## src/rtl/flux_deser_pkg.sv

```systemverilog
package flux_deser_pkg;

  localparam logic [1:0] XFER_READ = 2'b00;

  // Bit-cell length picked by {clk_hi, fast}
  function automatic int unsigned cell_len(
    input logic        clk_hi,
    input logic        fast,
    input int unsigned len_slow_lo,
    input int unsigned len_fast_lo,
    input int unsigned len_slow_hi,
    input int unsigned len_fast_hi
  );
    case ({clk_hi, fast})
      2'b00:   return len_slow_lo;
      2'b01:   return len_fast_lo;
      2'b10:   return len_slow_hi;
      default: return len_fast_hi;
    endcase
  endfunction

  function automatic int unsigned max4(
    input int unsigned a, input int unsigned b,
    input int unsigned c, input int unsigned d
  );
    int unsigned m;
    m = a;
    if (b > m) m = b;
    if (c > m) m = c;
    if (d > m) m = d;
    return m;
  endfunction

endpackage

```

## src/rtl/flux_cell_timer.sv

```systemverilog
module flux_cell_timer
  import flux_deser_pkg::*;
#(
  parameter int unsigned LEN_SLOW_LO = 24,
  parameter int unsigned LEN_FAST_LO = 12,
  parameter int unsigned LEN_SLOW_HI = 32,
  parameter int unsigned LEN_FAST_HI = 16,
  parameter int unsigned GUARD       = 2,
  parameter int unsigned CNT_W       = 6
) (
  input  logic             clk,
  input  logic             rst_n,
  input  logic             rd_active,
  input  logic             flux,
  input  logic             fast,
  input  logic             clk_hi,
  output logic             shift_en,
  output logic             shift_bit,
  output logic             timeout,
  output logic [CNT_W-1:0] cnt_o
);

  localparam logic [CNT_W-1:0] CNT_MAX = {CNT_W{1'b1}};

  logic [CNT_W-1:0] cnt_q;
  logic [CNT_W-1:0] cnt_inc;
  logic [CNT_W-1:0] limit;
  logic             expired;

  // The limit follows the mode inputs live
  always_comb begin
    limit   = CNT_W'(cell_len(clk_hi, fast, LEN_SLOW_LO, LEN_FAST_LO,
                              LEN_SLOW_HI, LEN_FAST_HI) + GUARD);
    cnt_inc = (cnt_q == CNT_MAX) ? cnt_q : cnt_q + 1'b1;
    expired = (cnt_inc >= limit);
    timeout   = rd_active && !flux && expired;
    shift_en  = rd_active && (flux || expired);
    shift_bit = flux;
  end

  always_ff @(posedge clk) begin
    if (!rst_n)        cnt_q <= '0;
    else if (shift_en) cnt_q <= '0;
    else               cnt_q <= cnt_inc;
  end

  assign cnt_o = cnt_q;

endmodule

```

## src/rtl/flux_shifter.sv

```systemverilog
module flux_shifter #(
  parameter int unsigned W = 8
) (
  input  logic         clk,
  input  logic         rst_n,
  input  logic         shift_en,
  input  logic         shift_bit,
  output logic         byte_done,
  output logic [W-1:0] byte_val
);

  logic [W-1:0] sr_q;
  logic [W-1:0] shifted;

  always_comb begin
    shifted   = {sr_q[W-2:0], shift_bit};
    byte_done = shift_en && shifted[W-1];
    byte_val  = shifted;
  end

  always_ff @(posedge clk) begin
    if (!rst_n)         sr_q <= '0;
    else if (byte_done) sr_q <= '0;
    else if (shift_en)  sr_q <= shifted;
  end

endmodule

```

## src/rtl/flux_data_reg.sv

```systemverilog
module flux_data_reg #(
  parameter int unsigned W = 8
) (
  input  logic         clk,
  input  logic         rst_n,
  input  logic         load,
  input  logic [W-1:0] load_val,
  input  logic         clr,
  output logic [W-1:0] q
);

  always_ff @(posedge clk) begin
    if (!rst_n)    q <= '0;
    else if (load) q <= load_val;
    else if (clr)  q <= '0;
  end

endmodule

```

## src/rtl/flux_deser.sv

```systemverilog
module flux_deser
  import flux_deser_pkg::*;
#(
  parameter int unsigned DATA_W      = 8,
  parameter int unsigned LEN_SLOW_LO = 24,
  parameter int unsigned LEN_FAST_LO = 12,
  parameter int unsigned LEN_SLOW_HI = 32,
  parameter int unsigned LEN_FAST_HI = 16,
  parameter int unsigned GUARD       = 2
) (
  input  logic              clk,
  input  logic              rst_n,
  input  logic              flux_i,
  input  logic [1:0]        xfer_sel_i,
  input  logic              fast_i,
  input  logic              clk_hi_i,
  input  logic              clr_i,
  output logic [DATA_W-1:0] data_o,
  output logic              valid_o
);

  localparam int unsigned MAX_LIM =
    max4(LEN_SLOW_LO, LEN_FAST_LO, LEN_SLOW_HI, LEN_FAST_HI) + GUARD;
  localparam int unsigned CNT_W = $clog2(MAX_LIM + 1);

  // Named internal events, visible to the bound checker
  logic              rd_active;
  logic              shift_en;
  logic              shift_bit;
  logic              timeout;
  logic              byte_done;
  logic [DATA_W-1:0] byte_val;
  logic [CNT_W-1:0]  cell_cnt;

  assign rd_active = (xfer_sel_i == XFER_READ);

  flux_cell_timer #(
    .LEN_SLOW_LO (LEN_SLOW_LO),
    .LEN_FAST_LO (LEN_FAST_LO),
    .LEN_SLOW_HI (LEN_SLOW_HI),
    .LEN_FAST_HI (LEN_FAST_HI),
    .GUARD       (GUARD),
    .CNT_W       (CNT_W)
  ) u_timer (
    .clk       (clk),
    .rst_n     (rst_n),
    .rd_active (rd_active),
    .flux      (flux_i),
    .fast      (fast_i),
    .clk_hi    (clk_hi_i),
    .shift_en  (shift_en),
    .shift_bit (shift_bit),
    .timeout   (timeout),
    .cnt_o     (cell_cnt)
  );

  flux_shifter #(.W(DATA_W)) u_shift (
    .clk       (clk),
    .rst_n     (rst_n),
    .shift_en  (shift_en),
    .shift_bit (shift_bit),
    .byte_done (byte_done),
    .byte_val  (byte_val)
  );

  flux_data_reg #(.W(DATA_W)) u_dreg (
    .clk      (clk),
    .rst_n    (rst_n),
    .load     (byte_done),
    .load_val (byte_val),
    .clr      (clr_i),
    .q        (data_o)
  );

  assign valid_o = data_o[DATA_W-1];

endmodule

```

## config.mk

```make
export PLATFORM = sky130hd
export DESIGN_NAME = flux_deser
export DESIGN_NICKNAME = d
export VERILOG_FILES = /design/src/rtl/flux_deser_pkg.sv /design/src/rtl/flux_cell_timer.sv /design/src/rtl/flux_shifter.sv /design/src/rtl/flux_data_reg.sv /design/src/rtl/flux_deser.sv
export SDC_FILE = /design/constraint.sdc
export NUM_CORES = 1
export LEC_CHECK = 0
export ABC_CLOCK_PERIOD_IN_PS = 4900
export BUFFER_PORTS_ARGS = -buffer_cell sky130_fd_sc_hd__buf_2
export CORE_ASPECT_RATIO = 0.7
export CORE_UTILIZATION = 59
export CTS_CLUSTER_DIAMETER = 100
export DETAILED_ROUTE_END_ITERATION = 12
export PLACE_DENSITY_LB_ADDON = 0.1
export RECOVER_POWER = 100
export SLEW_MARGIN = 25
export SYNTH_ARGS = -nofsm -noshare
export SYNTH_HDL_FRONTEND = slang
export SYNTH_SLANG_ARGS = --single-unit
```

## constraint.sdc

```tcl
create_clock -name clk -period 4.9 [get_ports clk]
set_input_delay 0.245 -clock clk [delete_from_list [all_inputs] [get_ports clk]]
set_output_delay 0.245 -clock clk [all_outputs]
set_load 0.01 [all_outputs]
```

# Yosys cells after proc, flatten, opt, wreduce, memory -nomap -nowiden
# Index checks and enable logic that the tools add are counted.
# word_totals
regBits	21
wordCells	22
# op_classes
n_addsub	2
order_cmp	1
eq_ne	3
muxes	4
bitwise	1
n_reduce_logical	8
# op_table
op	count
$pmux 6 s3	1
$mux 8	2
$add 6x1->6 const B	1
$add 6x2->6 const B	1
$eq 6x6->1 const B	1
$ge 6x6->1	1
$mux 6	1
$logic_not 2->1	2
$reduce_or 2->1	2
$eq 2x1->1 const B	1
$eq 2x2->1 const B	1
$logic_and 1x1->1	2
$reduce_bool 2->1	1
$logic_or 1x1->1	1
$not 1->1	1

# Depth between registers and ports, before layout
# depth
ltp_word	8
depth_mapped	10
ltp_nobuf	10

# Hierarchy
# From an unflattened synthesis, not the netlist that was laid out.
# hier_totals
hier_cells	127
area_unflattened_um2	1234.9
# by_module_without_submodules
module	n_inst	cells_per_inst	area_per_inst_um2
flux_cell_timer	1	59	534.3
flux_data_reg	1	35	382.9
flux_shifter	1	31	306.5
flux_deser	1	2	11.3

# Worst setup path after synthesis
# Ideal clock, no wire load.
# synth_path
path_kind	reg2reg
start	register u_timer.cnt_q[0] (netlist: u_timer.cnt_o[0])
end	register u_shift.sr_q[6]
arrival_ns	2.188
t_required_ns	4.828
path_slack_ns	2.640
path_stages_with_launch	11
path_buffers	1
path_cell_list	dfxtp_1 ha_1 and2_1 a21oi_1 a31oi_1 ha_1 a21o_1 a211o_1 o21ai_2 buf_6 mux2i_1
# synth_between
elab_chain_cells	7
elab_cells_between_ends	8
# synth_rtl
item	line_no	text
from (decl)	flux_cell_timer.sv:25	logic [CNT_W-1:0] cnt_q;
from (signal assigned)	flux_cell_timer.sv:44	else cnt_q <= cnt_inc;
$add 6x1->6 or $eq 6x6->1 (tied branches)	flux_cell_timer.sv:34	cnt_inc = (cnt_q == CNT_MAX) ? cnt_q : cnt_q + 1'b1;
$mux 6 (*)	flux_cell_timer.sv:34	
net u_timer.cnt_inc[4]	flux_cell_timer.sv:26	logic [CNT_W-1:0] cnt_inc;
$ge 6x6->1 (*)	flux_cell_timer.sv:35	expired = (cnt_inc >= limit);
$logic_or 1x1->1 (*)	flux_cell_timer.sv:37	shift_en = rd_active && (flux || expired);
$logic_and 1x1->1 (*)	flux_cell_timer.sv:37	
$logic_and 1x1->1	flux_shifter.sv:17	byte_done = shift_en && shifted[W-1];
$reduce_or 2->1 (no line)	n/a	
to (signal assigned)	flux_shifter.sv:24	else if (shift_en) sr_q <= shifted;
to (decl)	flux_shifter.sv:12	logic [W-1:0] sr_q;
# Mark *: on every way through the listed nets, which the timed path passes. The rest lies on a longest branch.
# A chain may end at the register's enable or synchronous reset.

# Final worst setup path
# layout_path
start	register u_timer.cnt_q[1] (netlist: u_timer.cnt_o[1])
end	register u_dreg.q[6]
# layout_between
elab_chain_cells	7
elab_cells_between_ends	9
# layout_rtl
item	line_no	text
$add 6x1->6 or $eq 6x6->1 (tied branches)	flux_cell_timer.sv:34	
$mux 6 (*)	flux_cell_timer.sv:34	
net u_timer.cnt_inc[4]	flux_cell_timer.sv:26	
$ge 6x6->1 (*)	flux_cell_timer.sv:35	
$logic_or 1x1->1 (*)	flux_cell_timer.sv:37	
$logic_and 1x1->1 (*)	flux_cell_timer.sv:37	
$logic_and 1x1->1 (*)	flux_shifter.sv:17	
$mux 8 or $reduce_bool 2->1 (tied branches)	n/a	
to (signal assigned)	flux_data_reg.sv:14	else if (load) q <= load_val;
to (decl)	flux_data_reg.sv:9	output logic [W-1:0] q
# Marked as above.

==> summary.md <==
| Metric | Value |
|---|---|
| H-tree Lvls | `1` |
| Die X | `55.6 um` |
| Gpl congestion | `0.737` |
| Critical Path Start Type | `flop` |
| FP Rows | `13` |
| Fin crit period | `3.00 ns` |
| Worst r2r path cells | `9` |
| PnR worst setup slack | `1.90 ns` |
| Num CTS Buffers | `3` |
| P_leak | `0.537 nW` |
| Area contributors post-synth | `dfxtp_1 (35%), ha_1 (11%), mux2i_1 (5.9%)` |
| CP endpoint kind | `flop` |
| Die area | `2200 um2` |
| Setup repair bufs after CTS | `0` |
| Sequential share of the synthesized area | `35.4%` |
| Mean post-synth cell area | `9.14 um2` |
| Clk pin slew, worst setup/hold paths | `0.11 ns` |
| Clk_skew | `0.00325 ns` |
| DRT Pass-1 Iters | `4` |
| CTS Hold Bufs | `0` |
| Final std cells w/o fill | `164` |
| Library cells used by synthesis | `31` |
| Core area | `1870 um2` |
| Critical Path, Cell by Cell | `ha_1 > and2_0 > a21oi_1 > a31oi_1 > ha_1 > a21o_1 > a211o_1 > o21ai_2 > o21ai_0` |
| Share of post-route cells with drive strength above 1 | `13.4%` |
| Tcrit/Tclk final | `61.3%` |
| Tot GR Track Use | `21.9%` |
| DRC violation count after routing | `0` |
| Root Buffer | `clkbuf_4` |
| Max_slew headroom | `40.1%` |
| Hold path depth | `3` |
| HP Class | `input port to flop` |
| Syn. warnings | `0` |
| MaxCap Viol Count | `0` |
| Post-layout nets | `161` |
| Unrepaired setup endpoints after global routing | `false` |
| Num Clock Sinks | `21` |
| Post-CTS sizing | `0` |
| Grt ovf | `0` |
| # IOs | `17` |
| Fmax | `333 MHz` |
| Vias | `933` |
| Status | `complete, no violations` |
| N_diodes | `0` |
| Worst-margin pin slew | `0.899 ns` |
| Routed length per placed instance | `13.6 um` |
| Routed vias/inst | `5.69` |
| Longest Clk Path Bufs | `2` |
| Initial Util | `63.5%` |
| Clock Latency Late Sink | `0.31 ns` |
| Pre-CTS setup slack | `1.97 ns` |
| Synthesis-to-layout area growth | `6.32%` |
| Final Cell Area | `1260 um2` |
| Pwr dens | `231 nW/um2` |
| Post-synthesis instance total | `130` |
| CP max-delay cell | `o21ai_2` |
| Post-synthesis sequential element count | `21` |
| DRT iter0 DRCs | `30` |
| Max-slew violations | `0` |
| Fin. Hold Viols | `0` |
| Final setup fails | `0` |
| # placed instances | `160` |
| Placed cell area | `1250 um2` |
| Crit path required time | `5.07 ns` |
| Vias in the first global route | `789` |
| HPWL Detailed | `1610 um` |
| Kind of critical path | `flop to flop` |
| CTS tree | `yes` |
| Synthesized area | `1190 um2` |
| Post-synth top area share | `35.4%` |
| Crit path top cell by count | `ha_1` |
| Initial antenna violation count | `0` |
| Max VDD drop | `0.216 mV` |
| First-pass GRT wire length | `3590 um` |
| Drt total wl | `2230 um` |
| Setup TNS Final | `0 ns` |
| Largest net degree at the start of global routing | `35` |
| # port buffers | `16` |
| Synth Net Count | `148` |
| Critical Path AT | `3.17 ns` |
| CP peak stage delay | `0.73 ns` |
| Final Util | `67.6%` |
| Die Y | `39.6 um` |
| ANT nets after route | `0` |
| Max FO, Critical Path | `21` |
| Post-synth top area cell | `dfxtp_1` |
-- metrics by stage --
stage / total power, mW / hold WS [ns]
6_report: 0.292 / 0.216
3_3_place_gp: 0.211 / 0.467
3_5_place_dp: 0.213 / 0.473
2_1_floorplan: 0.205 / 0.411
5_1_grt: 0.305 / 0.216
4_1_cts: 0.296 / 0.212
-- state kept, by name, indices dropped and copies added (netlist names) --
signal / cells
u_dreg.q: 8
u_timer.cnt_o: 6
u_shift.sr_q: 7
-- area by class of cell --
| cell class | instances | area, um2 |
|---|---|---|
| clock buffers | 3 | 22.5 |
| clock inverters | 1 | 5.00 |
| fillers | 163 | 607 |
| inverters | 4 | 15.0 |
| multi-input cells | 97 | 704 |
| flip-flops and latches | 21 | 420 |
| well taps | 22 | 27.5 |
| repair buffers | 16 | 68.8 |
-- metal layers --
metal	vias to the layer above	part of all wire, %	GRT usage [%]	routed length [um]
li1	491	-	-	-
met1	415	52	29.5	1160
met2	24	42	34.9	931
met3	3	5.8	7.26	129
met4	0	0.58	3.75	13
met5	-	0	0	0
-- power by group --
group / internal, mW / switching, mW / total, mW
Sequential: 0.173 / 0.00251 / 0.176
Combinational: 0.0135 / 0.0195 / 0.0330
Clock: 0.0305 / 0.0527 / 0.0832
Total: 0.217 / 0.0746 / 0.292
-- worst paths after layout --
kind	from	end	slack [ns]
setup / recovery	u_timer.cnt_o[1]$_SDFF_PP0_	u_dreg.q[6]$_SDFFE_PN0P_	1.90
hold / removal	flux_i	u_shift.sr_q[0]$_SDFFE_PP0P_	0.22
setup reg to reg	u_timer.cnt_o[1]$_SDFF_PP0_	u_dreg.q[6]$_SDFFE_PN0P_	1.90
hold reg to reg	u_shift.sr_q[3]$_SDFFE_PP0P_	u_dreg.q[4]$_SDFFE_PN0P_	0.49
-- Yosys cell counts --
| library cell | count |
|---|---|
| dfxtp_1 | 21 |
| nand3_1 | 9 |
| buf_6 | 2 |
| nand2b_1 | 1 |
| o221a_1 | 1 |
| nor2_1 | 2 |
| nand3b_1 | 8 |
| and3_1 | 9 |
| clkbuf_1 | 5 |
| nor2_2 | 1 |
| ha_1 | 10 |
| xnor2_1 | 2 |
| mux2i_1 | 7 |
| a31oi_1 | 1 |
| o21bai_1 | 1 |
| buf_4 | 1 |
| and2_1 | 1 |
| o21ai_2 | 1 |
| a41oi_2 | 1 |
| a21oi_2 | 1 |
| nand4_1 | 6 |
| inv_1 | 4 |
| a21oi_1 | 2 |
| nand3_2 | 1 |
| o21ai_1 | 8 |
| mux2_2 | 2 |
| o211ai_2 | 1 |
| a211o_1 | 2 |
| nand2_1 | 10 |
| a21o_1 | 1 |
| nor2b_1 | 8 |
-- critical path: cells and delay by family (launching register included) --
family | cells | cell delay, ns
AOI/OAI and AO/OA | 6 | 1.72
adders and majority gates | 2 | 0.48
DFF | 1 | 0.40
and+or+nand+nor | 1 | 0.26
-- cell families (layout without fill, tap and decap cells) --
logic type      Yosys count  in the layout  share of synthesized area (%)
simple gates             56             56                           27.2
flops                    21             21                           35.4
compound gates           20             20                           12.3
buf+inv                  12             24                           5.37
fa+ha+maj                10             10                           10.5
mux                       9              9                           7.79
xor+xnor                  2              2                           1.47
-- layout by cell type (no fill, tap or decap) --
master    instances
buf_2             7
a211o_1           2
o221a_1           1
and2_0            1
nor2b_1           8
clkbuf_4          3
clkinv_2          1
a31oi_1           1
o21bai_1          1
xnor2_1           2
nand3_2           1
ha_1             10
nor2_2            1
o211ai_2          1
o21ai_0           5
inv_1             4
nand3b_1          8
and3_1            9
a41oi_2           1
o21ai_1           3
nand2b_1          1
nand2_1          10
nand3_1           9
a21o_1            1
a21oi_2           1
nand4_1           6
nor2_1            2
o21ai_2           1
clkbuf_1          9
mux2_2            2
a21oi_1           2
mux2i_1           7
dfxtp_1          21
Power figures use the tool's default switching activity.
